<file path="config.mk">
export PLATFORM = sky130hd
export DESIGN_NAME = gpio_port
export DESIGN_NICKNAME = d
export VERILOG_FILES = /design/src/rtl/gpio_pkg.sv /design/src/rtl/gpio_rst_sync.sv /design/src/rtl/gpio_pin_sync.sv /design/src/rtl/gpio_chg_latch.sv /design/src/rtl/gpio_port.sv
export SDC_FILE = /design/constraint.sdc
export NUM_CORES = 1
export LEC_CHECK = 0
export CAP_MARGIN = 40
export CORE_MARGIN = 4
export CORE_UTILIZATION = 30
export CTS_CLUSTER_SIZE = 28
export DETAILED_ROUTE_END_ITERATION = 8
export GPL_ROUTABILITY_DRIVEN = 0
export GPL_TIMING_DRIVEN = 0
export PLACE_DENSITY_LB_ADDON = 0.05
export SLEW_MARGIN = 20
export SYNTH_ARGS = -nofsm -noshare
export SYNTH_HDL_FRONTEND = slang
export SYNTH_SLANG_ARGS = --single-unit
</file>
<file path="constraint.sdc">
create_clock -name clk -period 2.1 [get_ports clk]
set_input_delay 0.315 -clock clk [delete_from_list [all_inputs] [get_ports clk]]
set_output_delay 0.315 -clock clk [all_outputs]
set_load 0.01 [all_outputs]
</file>
<file path="src/rtl/gpio_pkg.sv">
package gpio_pkg;

  localparam int WORD_W = 32;

  // register offsets (byte addresses, software-visible map)
  localparam logic [7:0] OFF_DIR  = 8'h00;
  localparam logic [7:0] OFF_DATA = 8'h04;
  localparam logic [7:0] OFF_IEN  = 8'h08;
  localparam logic [7:0] OFF_CHG  = 8'h0C;
  localparam logic [7:0] OFF_MASK = 8'h10;
  localparam logic [7:0] OFF_TYPE = 8'h14;

  typedef enum logic [2:0] {
    SEL_DIR,
    SEL_DATA,
    SEL_IEN,
    SEL_CHG,
    SEL_MASK,
    SEL_TYPE,
    SEL_NONE
  } reg_sel_e;

  function automatic reg_sel_e decode_addr(input logic [7:0] a);
    reg_sel_e s;
    case (a)
      OFF_DIR:  s = SEL_DIR;
      OFF_DATA: s = SEL_DATA;
      OFF_IEN:  s = SEL_IEN;
      OFF_CHG:  s = SEL_CHG;
      OFF_MASK: s = SEL_MASK;
      OFF_TYPE: s = SEL_TYPE;
      default:  s = SEL_NONE;
    endcase
    return s;
  endfunction

endpackage

</file>
<file path="src/rtl/gpio_rst_sync.sv">
module gpio_rst_sync (
  input  logic clk,
  input  logic rst_n_in,
  output logic rst_n_out
);

  logic stage_q;
  logic out_q;

  always_ff @(posedge clk or negedge rst_n_in) begin
    if (!rst_n_in) begin
      stage_q <= 1'b0;
      out_q   <= 1'b0;
    end else begin
      stage_q <= 1'b1;
      out_q   <= stage_q;
    end
  end

  assign rst_n_out = out_q;

endmodule

</file>
<file path="src/rtl/gpio_pin_sync.sv">
module gpio_pin_sync #(
  parameter int LINES = 8
) (
  input  logic             clk,
  input  logic             rst_n,
  input  logic [LINES-1:0] pad_i,
  output logic [LINES-1:0] level_o,
  output logic [LINES-1:0] edge_o
);

  logic [LINES-1:0] meta_q;
  logic [LINES-1:0] sync_q;
  logic [LINES-1:0] prev_q;

  genvar i;
  generate
    for (i = 0; i < LINES; i++) begin : g_line
      always_ff @(posedge clk or negedge rst_n) begin
        if (!rst_n) begin
          meta_q[i] <= 1'b0;
          sync_q[i] <= 1'b0;
          prev_q[i] <= 1'b0;
        end else begin
          meta_q[i] <= pad_i[i];
          sync_q[i] <= meta_q[i];
          prev_q[i] <= sync_q[i];
        end
      end
    end
  endgenerate

  assign level_o = sync_q;
  assign edge_o  = sync_q ^ prev_q;

endmodule

</file>
<file path="src/rtl/gpio_chg_latch.sv">
module gpio_chg_latch #(
  parameter int LINES = 8
) (
  input  logic             clk,
  input  logic             rst_n,
  input  logic [LINES-1:0] edge_i,
  input  logic [LINES-1:0] clr_i,
  output logic [LINES-1:0] chg_o
);

  logic [LINES-1:0] chg_q;
  logic [LINES-1:0] chg_n;

  // an edge in the clearing cycle wins so no event is dropped
  always_comb begin
    chg_n = (chg_q & ~clr_i) | edge_i;
  end

  always_ff @(posedge clk or negedge rst_n) begin
    if (!rst_n) chg_q <= '0;
    else        chg_q <= chg_n;
  end

  assign chg_o = chg_q;

  genvar i;
  generate
    for (i = 0; i < LINES; i++) begin : g_chk
      assert_edge_sets_R5: assert property (@(posedge clk) disable iff (!rst_n)
        edge_i[i] |=> chg_q[i]);
      assert_clear_R6: assert property (@(posedge clk) disable iff (!rst_n)
        (clr_i[i] && !edge_i[i]) |=> !chg_q[i]);
      assert_sticky_R6: assert property (@(posedge clk) disable iff (!rst_n)
        (chg_q[i] && !clr_i[i]) |=> chg_q[i]);
      assert_edge_wins_R7: assert property (@(posedge clk) disable iff (!rst_n)
        (clr_i[i] && edge_i[i]) |=> chg_q[i]);
    end
  endgenerate

endmodule

</file>
<file path="src/rtl/gpio_port.sv">
module gpio_port
  import gpio_pkg::*;
#(
  parameter int LINES  = 8,
  parameter int ADDR_W = 5
) (
  input  logic              clk,
  input  logic              rst_n,
  input  logic              bus_sel,
  input  logic              bus_wr,
  input  logic [ADDR_W-1:0] bus_addr,
  input  logic [31:0]       bus_wdata,
  output logic [31:0]       bus_rdata,
  input  logic [LINES-1:0]  pad_in,
  output logic [LINES-1:0]  pad_out,
  output logic [LINES-1:0]  pad_oe,
  output logic              irq
);

  localparam logic [LINES-1:0] TYPE_BOTH = '1;
  localparam logic [LINES-1:0] MASK_INIT = '1;

  logic             rst_n_s;
  reg_sel_e         sel;
  logic             wr_en;
  logic             we_dir, we_data, we_ien, we_chg, we_mask;
  logic [LINES-1:0] wdata_l;
  logic [LINES-1:0] level;
  logic [LINES-1:0] edge_det;
  logic [LINES-1:0] chg;
  logic [LINES-1:0] clr;
  logic [LINES-1:0] rd_l;
  logic             unused_wdata;

  logic [LINES-1:0] dir_q,  dir_n;
  logic [LINES-1:0] out_q,  out_n;
  logic [LINES-1:0] ien_q,  ien_n;
  logic [LINES-1:0] mask_q, mask_n;

  gpio_rst_sync u_rst (
    .clk       (clk),
    .rst_n_in  (rst_n),
    .rst_n_out (rst_n_s)
  );

  gpio_pin_sync #(.LINES(LINES)) u_sync (
    .clk     (clk),
    .rst_n   (rst_n_s),
    .pad_i   (pad_in),
    .level_o (level),
    .edge_o  (edge_det)
  );

  gpio_chg_latch #(.LINES(LINES)) u_chg (
    .clk    (clk),
    .rst_n  (rst_n_s),
    .edge_i (edge_det),
    .clr_i  (clr),
    .chg_o  (chg)
  );

  // address decode and write strobes
  always_comb begin
    sel     = decode_addr(8'(bus_addr));
    wr_en   = bus_sel && bus_wr;
    wdata_l = bus_wdata[LINES-1:0];
    we_dir  = wr_en && (sel == SEL_DIR);
    we_data = wr_en && (sel == SEL_DATA);
    we_ien  = wr_en && (sel == SEL_IEN);
    we_chg  = wr_en && (sel == SEL_CHG);
    we_mask = wr_en && (sel == SEL_MASK);
  end

  assign unused_wdata = ^bus_wdata;

  // next-state
  always_comb begin
    dir_n  = dir_q;
    out_n  = out_q;
    ien_n  = ien_q;
    mask_n = mask_q;
    if (we_dir)  dir_n  = wdata_l;
    if (we_data) out_n  = (out_q & ~mask_q) | (wdata_l & mask_q);
    if (we_ien)  ien_n  = wdata_l;
    if (we_mask) mask_n = wdata_l;
    clr = we_chg ? wdata_l : '0;
  end

  // registers
  always_ff @(posedge clk or negedge rst_n_s) begin
    if (!rst_n_s) begin
      dir_q  <= '0;
      out_q  <= '0;
      ien_q  <= '0;
      mask_q <= MASK_INIT;
    end else begin
      dir_q  <= dir_n;
      out_q  <= out_n;
      ien_q  <= ien_n;
      mask_q <= mask_n;
    end
  end

  // read path
  always_comb begin
    case (sel)
      SEL_DIR:  rd_l = dir_q;
      SEL_DATA: rd_l = level;
      SEL_IEN:  rd_l = ien_q;
      SEL_CHG:  rd_l = chg;
      SEL_MASK: rd_l = mask_q;
      SEL_TYPE: rd_l = TYPE_BOTH;
      default:  rd_l = '0;
    endcase
  end

  assign bus_rdata = bus_sel ? WORD_W'(rd_l) : '0;
  assign pad_out   = out_q;
  assign pad_oe    = dir_q;
  assign irq       = |(chg & ien_q);

  assert_mask_R4: assert property (@(posedge clk) disable iff (!rst_n_s)
    we_data |=> (((out_q ^ $past(out_q)) & ~$past(mask_q)) == '0));
  assert_out_hold_R4: assert property (@(posedge clk) disable iff (!rst_n_s)
    !we_data |=> $stable(out_q));
  assert_dir_hold_R2: assert property (@(posedge clk) disable iff (!rst_n_s)
    !we_dir |=> $stable(dir_q));
  assert_ien_hold_R8: assert property (@(posedge clk) disable iff (!rst_n_s)
    !we_ien |=> $stable(ien_q));

endmodule

</file>
==> results of run 1 <==
-- placed cells by master (no fill, tap or decap), types with 8 or more instances in the layout --
master / count
conb_1: 25
clkbuf_8: 9
nand2_1: 19
o21ai_0: 8
buf_2: 11
buf_4: 38
dfstp_2: 8
a31oi_1: 8
nand2b_1: 8
a21o_1: 8
clkdlybuf4s50_1: 36
a21oi_2: 11
mux2_2: 32
xor2_1: 8
dfrtp_1: 57
-- worst paths after layout --
| path | slack (ns) | endpoint | start |
|---|---|---|---|
| setup / recovery | -0.22 | bus_rdata[6] | bus_addr[4] |
| hold reg to reg | 0.20 | asynchronous set/reset pin | u_rst.rst_n_out |
| setup reg to reg | 1.09 | flip-flop | mask_q[5] |
| hold / removal | 0.12 | u_rst.stage_q | rst_n |
| max in group asynchronous | 1.32 | mask_q[4] | u_rst.rst_n_out |
| min in group clk | 0.35 | u_sync.level_o[1] | u_sync.meta_q[1] |
-- through the flow --
stage	power [mW]	hold slack [ns]	cell area [um2]	util (%)
after floorplan	1.62	0.0194	3080	-
after global placement	1.84	0.332	3730	39.7
after detailed placement	1.85	0.198	3780	40.2
after CTS	2.98	0.101	4210	44.8
after global routing	3.08	0.100	4260	45.2
final	2.94	0.121	4260	45.2
-- layer usage --
layer | vias to the layer above | GRT usage [%] | part of all wire, %
met5 | - | 0 | 0
met4 | 0 | 3.65 | 1.1
met3 | 8 | 3.97 | 5.4
met2 | 58 | 23.1 | 48
met1 | 1070 | 18.2 | 45
li1 | 1001 | - | -
-- worst max-delay path: cells and delay by family --
family,cells,cell delay [ns]
buffers and inverters,5,0.68
AOI/OAI and AO/OA,2,0.26
and+or+nand+nor,2,0.73
-- layout make-up --
class                   instances  share of cell area, %
well taps                     129                   3.79
clock buffers                   9                   2.91
clock inverters                 7                   1.85
repair buffers                 69                   15.2
plain buffers                  26                   5.08
multi-input cells             166                   32.0
flip-flops and latches         66                   39.1
-- power breakdown --
group	internal [mW]	switching, mW	leakage (nW)
clock network	0.558	0.530	0.0973
registers	1.35	0.0617	0.775
logic	0.248	0.191	0.942
total	2.16	0.782	1.81
-- kinds of logic after synthesis --
| family | count (synthesis) |
|---|---|
| mux | 32 |
| flops | 66 |
| xor+xnor | 8 |
| other cells | 2 |
| buf+inv | 27 |
| simple gates | 45 |
| fa+ha+maj | 1 |
| compound gates | 55 |
-- repair_timing --
| action | 4_1_cts | 5_1_grt |
|---|---|---|
| setup buffers | 15 | 2 |
| gates resized for setup | 82 | 16 |
| gates cloned | 1 | 0 |
| endpoints found under the setup margin | 48 | 16 |
| pin swaps | 15 | 13 |
==> impl_metrics.ini, run 1 <==
[sta]
timing.final.crit_share_pct = 110
maxSlewHeadroom_pct = 58.7
hold_viol_final = 0
fin_tns_setup_ns = -1.58
worst_slew_pin_slew_ns = 0.619
finClkSkew_ns = 0.0109
finalWorstSetupSlack_ns = -0.218
slew_violations = 0
fmax_mhz = 431
rsz0062_at_grt = true
fin_crit_ns = 2.32
final-setup-viol-count = 8

[floorplanning]
ios = 98
num_rows = 35
die_w_um = 107
die_h_um = 107
die_area_um2 = 11500
start_util_pct = 31.3
coreArea_um2 = 9420

[synth]
synth_fa_ha_area_share_pct = 0.425
syn-cell-area_um2 = 2950
syn_inst = 236
synth_top_family_by_area = multiplexers
synth_enable_flop_cells = 0
synth_common_cells = dfrtp_1, mux2_2, buf_4, nand2_1, a21oi_1
synth_xor_area_share_pct = 2.38
synth_flop_cell = dfrtp_1
yosysMostFrequentCell = dfrtp_1
synth.distinct_cells = 31
synthMuxAreaShare_pct = 12.2
synth_top_area_cell = dfrtp_1
synth-async-reset-ratio_pct = 100
synth_seq_cells = 66
syn_area_per_cell_um2 = 12.5
yosysTopAreaCellShare_pct = 49.3
synth_compound_area_share_pct = 11.8
synth_seq_area_share_pct = 56.4
yosys_warnings = 0
synthTopCellsByArea = dfrtp_1, mux2_2, dfstp_2, buf_4, a22oi_1
synthSimpleGateAreaFrac_pct = 9.98

[global_route]
grt_antenna_before_repair = 0
grt_usage_pct = 14.1
grt-ovfl-total = 0
grt_max_degree = 50
grt_pass1_vias = 2210
grt_pass1_wl_um = 12200

[outcome]
outcome = complete, but fails checks
failed_checks = setup timing

[cells_and_area]
regArea_um2 = 1670
finalNonFillerCells = 472
antenna_cells = 0
multiInputGateArea_um2 = 1360
drive_gt1_share_pct = 44.6
final_nets = 388
fillers = 893
areaGrowthSynthToFinish_pct = 44.5

[clock_tree]
clkSlewWorstSetupHoldPaths_ns = 0.08
cts_tree = built
cts_num_sinks = 66
clkLatencyLatePin_ns = 0.34
cts_inserted_buffers = 9
hold_buffers = 0
root_buffer = clkbuf_8
clk_path_buf_depth = 2
cts-htree-levels = 3

[route]
drt-total-wl_um = 7690
drtAntennaViolNets = 0
vias = 2137
vias_per_cell = 4.53
drt-initial-drc-count = 80
wl_per_cell_um = 16.3
drcViolationCount = 0
firstDrtPassIters = 4

[setup_path]
crit_slowest_cell = or3_4
crit_chain = buf_12 > buf_4 > buf_6 > or3_4 > nor4b_4 > buf_12 > a22oi_2 > a31oi_1 > buf_2
cpMostUsedCell = buf_12
path_max_fanout = 9
reg2reg_depth = 2
required_ns = 1.78
timing.critical_path.slowest_cell_delay_ns = 0.42
worstPathArrival_ns = 2.00
end_kind = primary output
start_kind = primary input
path_class = primary input to primary output

[placed_design]
dp_hpwl_um = 4920
pre_cts_ws_ns = -1.72
io_buffers = 49
placedCellCount = 440

[power]
irDropWorstVdd_uv = 318
p_leak_nw = 1.81
p_per_area_nw_per_um2 = 691

[job]
drv_cap = 0

[hold_path]
hp-class = primary input to asynchronous set/reset pin
(Power assumes the default switching activity.)
==> run 2: changes to the inputs <==
==> constraint.sdc (replaced) <==
create_clock -name clk -period 1.95 [get_ports clk]
set_input_delay 0.2925 -clock clk [delete_from_list [all_inputs] [get_ports clk]]
set_output_delay 0.2925 -clock clk [all_outputs]
set_load 0.01 [all_outputs]
==> run 2 against run 1 <==
Net effect: the flow still finishes with violations (setup timing); register-to-register slack got worse by 0.12 ns; worst hold slack worse by 0.013 ns; non-clock buffer count grew 12; setup slack lost 0.0058 ns; cell area grew 2.5%; clock power grew 17%; critical path type unchanged; critical endpoint is now bus_rdata[2]; largest power group unchanged; highest routed layer unchanged.
==> impl_metrics.ini, run 2 (synthesized netlist as in run 1, its figures left out) <==
[cells_and_area]
final_nets = 400
fillers = 873
finalNonFillerCells = 484
fin_area_um2 = 4370
drive_gt1_share_pct = 45.6
most-common-layout-cells = dfrtp_1, buf_4, clkdlybuf4s50_1
areaGrowthSynthToFinish_pct = 48.2
final_common_cell = dfrtp_1
antenna_cells = 0
final_util_pct = 46.4

[job]
drv_cap = 0

[route]
drtAntennaViolNets = 0
vias_per_cell = 4.45
vias = 2154
drcViolationCount = 0
firstDrtPassIters = 4
wl_per_cell_um = 16.2
drt-total-wl_um = 7820
drt-initial-drc-count = 83

[sta]
fin_crit_ns = 2.17
fin_tns_setup_ns = -1.66
hold_viol_final = 0
finalWorstSetupSlack_ns = -0.224
timing.final.crit_share_pct = 111
holdWs_ns = 0.108
rsz0062_at_grt = true
fmax_mhz = 460
final-setup-viol-count = 8
finClkSkew_ns = 0.00989
slew_violations = 0

[floorplanning]
coreArea_um2 = 9420
start_util_pct = 31.3
die_w_um = 107
die_area_um2 = 11500
ios = 98
num_rows = 35
die_h_um = 107

[global_route]
grt_max_degree = 48
grt_pass1_vias = 2168
grt_usage_pct = 13.9
grt_pass1_wl_um = 11900
grt_antenna_before_repair = 0
grt-ovfl-total = 0

[setup_path]
start_kind = primary input
r2r-start = mask_q[3]
required_ns = 1.66
path_max_fanout = 4
path_class = primary input to primary output
end_kind = primary output
worstPathArrival_ns = 1.88
rrSetupSlack_ns = 0.97
reg2reg_depth = 2

[clock_tree]
clk_path_buf_depth = 2
cts_inserted_buffers = 9
root_buffer = clkbuf_8
cts_tree = built
cts-htree-levels = 3
clkLatencyLatePin_ns = 0.33
clkSlewWorstSetupHoldPaths_ns = 0.08
cts_num_sinks = 66

[power]
p_clk_share_pct = 38.8
pwr-share-seq_pct = 46.5
p_leak_nw = 1.89
net-switching-power_mw = 0.802
irDropWorstVdd_uv = 389
switching_share_pct = 24.4
power_frac_comb_pct = 14.7
p_per_area_nw_per_um2 = 755
power.total_mw = 3.29
cellInternalPower_mw = 2.49

[outcome]
failed_checks = setup timing
outcome = complete, but fails checks

[hold_path]
hp-class = primary input to asynchronous set/reset pin

[placed_design]
placedCellCount = 440
io_buffers = 49
dpl_cell_area_um2 = 3790
dp_hpwl_um = 4970
pre_cts_ws_ns = -1.88
==> run 2: changes by cell type in the layout (fill, tap and decap cells not counted), moves of 2 or more <==
cell        before  now
buf_2           11    9
buf_6            4    8
nor3_4           6    4
a21oi_1          5   11
nor3_2           0    2
buf_4           38   50
a21oi_2         11    5
a31oi_1          8    5
clkinvlp_4       2    0
a31oi_2          0    2
==> run 2: final cells by class <==
class / count / area [um2] / area share (%)
sequential: 66 / 1670 / 38.1
multi-input combinational: 166 / 1360 / 31.1
timing repair buffer: 81 / 746 / 17.1
clock inverter: 5 / 78.8 / 1.81
clock buffer: 11 / 141 / 3.24
buffer: 26 / 216 / 4.96
tap: 129 / 161 / 3.70
==> run 2: how the worst max path moves through the flow <==
stage / from / endpoint / cells past startpoint
after floorplan: bus_addr[4] / bus_rdata[0] / 9
after global placement: bus_addr[4] / bus_rdata[6] / 9
after detailed placement: bus_addr[4] / bus_rdata[6] / 10
after CTS: bus_addr[4] / bus_rdata[6] / 11
after global routing: bus_addr[4] / bus_rdata[1] / 12
final: bus_addr[4] / bus_rdata[2] / 9
==> run 2: worst max-delay path, stage by stage <==
cell     delay [ns]
buf_12         0.10
buf_4          0.13
or3_4          0.43
nor4b_4        0.30
buf_4          0.16
buf_6          0.11
a22oi_2        0.07
a31oi_4        0.13
buf_2          0.15
==> run 2: power groups by stage <==
stage	clock, mW	sequential, mW	combinational [mW]
finish	1.28	1.53	0.485
CTS	1.32	1.53	0.472
floorplan	0	1.57	0.177
global placement	0	1.57	0.410
global route	1.38	1.54	0.524
detailed placement	0	1.56	0.440
==> run 2: routing by layer <==
layer	part of all wire, %	vias to the layer above	track usage [%]
met4	1.8	0	6.39
li1	-	1026	-
met5	0	-	0
met3	5.7	11	2.83
met2	48	68	22.1
met1	44	1049	18.2
==> run 2: repair_timing <==
action                                  CTS  global route
hold buffers                              0             0
gates resized for setup                  86            16
endpoints found under the setup margin   49            24
buffers inserted                         21             8
pin swaps                                21            11
==> run 3: changes to the inputs <==
==> constraint.sdc (replaced) <==
create_clock -name clk -period 2.8 [get_ports clk]
set_input_delay 0.42 -clock clk [delete_from_list [all_inputs] [get_ports clk]]
set_output_delay 0.42 -clock clk [all_outputs]
set_load 0.1 [all_outputs]
==> run 3 against run 2 <==
Net effect: the flow now finishes without violations; setup slack improved by 0.28 ns; via count grew 1.9%; die area did not move; sequential share of layout area decreased by 2.8 points; first-iteration DRC count fell by 18%; routed wire length rose by 0.77%.
==> impl_metrics.ini, run 3 (synthesized netlist as in run 1, its figures left out) <==
[outcome]
outcome = complete, no violations

[global_route]
grt_pass1_vias = 2245
grt_antenna_before_repair = 0
grt_pass1_wl_um = 12600
grt-ovfl-total = 0
grt_max_degree = 46
grt_usage_pct = 14.6

[route]
drcViolationCount = 0
drtAntennaViolNets = 0
vias = 2196
firstDrtPassIters = 4
drt-initial-drc-count = 68
vias_per_cell = 4.50
drt-total-wl_um = 7880
wl_per_cell_um = 16.2

[power]
irDropWorstVdd_uv = 284
p_leak_nw = 1.97
power_frac_comb_pct = 29.9
p_clk_share_pct = 33.3
switching_share_pct = 34.0
net-switching-power_mw = 0.984
cellInternalPower_mw = 1.91
pwr-share-seq_pct = 36.8
p_per_area_nw_per_um2 = 613

[setup_path]
crit_slowest_cell = nor4b_4
required_ns = 2.38
end_kind = primary output
cpMostUsedCell = buf_12
path_max_fanout = 5
path_class = primary input to primary output
start_kind = primary input
crit_chain = buf_12 > clkbuf_16 > nor3_4 > nand2_2 > ha_4 > buf_6 > nor4b_4 > buf_4 > a22oi_2 > a31oi_4 > buf_12
timing.critical_path.slowest_cell_delay_ns = 0.32
worstPathArrival_ns = 2.32

[clock_tree]
hold_buffers = 0
cts_tree = built
clk_path_buf_depth = 2
clkLatencyLatePin_ns = 0.34
cts_inserted_buffers = 9
cts_num_sinks = 66
cts-htree-levels = 3
clkSlewWorstSetupHoldPaths_ns = 0.07
root_buffer = clkbuf_8

[sta]
finClkSkew_ns = 0.00987
fmax_mhz = 365
holdWs_ns = 0.212
hold_viol_final = 0
slew_violations = 0
timing.final.crit_share_pct = 97.9
fin_crit_ns = 2.74
fin_tns_setup_ns = 0
worst_slew_pin_slew_ns = 0.632
maxSlewHeadroom_pct = 57.7
final-setup-viol-count = 0

[placed_design]
placedCellCount = 465
io_buffers = 49
dp_hpwl_um = 5310

[cells_and_area]
antenna_cells = 0
most-common-layout-cells = dfrtp_1, clkdlybuf4s50_1, buf_4
final_common_cell = dfrtp_1
areaGrowthSynthToFinish_pct = 59.9
final_util_pct = 50.0
drive_gt1_share_pct = 44.8
fillers = 845
finalNonFillerCells = 488
final_nets = 404

[job]
drv_cap = 0

[floorplanning]
num_rows = 35
ios = 98
coreArea_um2 = 9420
die_h_um = 107
die_area_um2 = 11500
start_util_pct = 31.3
die_w_um = 107

[hold_path]
hp-class = flip-flop to asynchronous set/reset pin
[run 3: cell types whose count changed in the layout (fill, tap and decap cells not counted), sizes merged]
| cell | previous run | this run |
|---|---|---|
| buf | 70 | 71 |
| bufinv | 2 | 3 |
| clkbuf | 12 | 13 |
| clkdlybuf4s15 | 0 | 1 |
| clkdlybuf4s50 | 35 | 36 |
| clkinv | 3 | 2 |
| clkinvlp | 0 | 1 |
| dlygate4sd2 | 1 | 0 |
[run 3: critical path: cells and delay by family]
kind	cells	cell delay (ns)
adder cells (fa/ha/maj)	1	0.20
AND/OR/NAND/NOR	3	0.58
buffers and inverters	5	0.78
AO/OA/AOI/OAI	2	0.33
[run 3: final timing paths]
| kind | slack (ns) | endpoint | cells after the start | start |
|---|---|---|---|---|
| worst max register to register | 1.80 | flip-flop | 2 | mask_q[3] |
| max in group asynchronous | 2.01 | mask_q[5] | 1 | u_rst.rst_n_out |
| worst min-delay path | 0.21 | u_sync.level_o[4] | 0 | u_rst.rst_n_out |
| min in group clk | 0.35 | u_sync.level_o[1] | 0 | u_sync.meta_q[1] |
| worst max-delay path | 0.06 | bus_rdata[2] | 11 | bus_addr[4] |
| worst min register to register | 0.21 | u_sync.level_o[4] | 0 | u_rst.rst_n_out |
[run 3: layout make-up]
class / count / area, um2 / share of cell area (%)
Clock inverter: 6 / 115 / 2.44
Tap cell: 129 / 161 / 3.43
Timing Repair Buffer: 84 / 1010 / 21.5
Buffer: 27 / 235 / 4.99
Multi-Input combinational cell: 166 / 1400 / 29.6
Sequential cell: 66 / 1670 / 35.3
Clock buffer: 10 / 128 / 2.71
[run 3: metrics by stage]
| stage | area (um2) | setup WS (ns) | power, mW |
|---|---|---|---|
| 2_1_floorplan | 3220 | -0.269 | 1.62 |
| 3_3_place_gp | 3870 | -1.86 | 1.79 |
| 3_5_place_dp | 4300 | -1.43 | 1.93 |
| 4_1_cts | 4620 | -0.00618 | 2.92 |
| 5_1_grt | 4710 | -0.0624 | 3.01 |
| 6_report | 4710 | 0.0594 | 2.89 |
[run 3: timing repair]
item,CTS,global route
pin swaps,10,13
setup endpoints to repair,19,8
buffers inserted,7,8
gates resized for setup,33,17
hold endpoints to repair,0,0
[run 3: power by group through the flow]
stage / Sequential [mW] / Clock, mW / Combinational (mW)
after floorplan: 1.33 / 0 / 0.293
after global placement: 1.10 / 0 / 0.696
after detailed placement: 1.08 / 0 / 0.848
after CTS: 1.07 / 1.00 / 0.856
after global routing: 1.07 / 1.04 / 0.894
final: 1.06 / 0.962 / 0.864
[run 3: layer usage]
layer | part of all wire, % | track usage, % | up-vias | wire length, um
met5 | 0 | 0 | - | 0
met4 | 1.4 | 4.02 | 0 | 107
met3 | 7.4 | 3.79 | 8 | 581
met2 | 47 | 23.2 | 82 | 3700
met1 | 44 | 19.6 | 1062 | 3500
li1 | - | - | 1044 | -
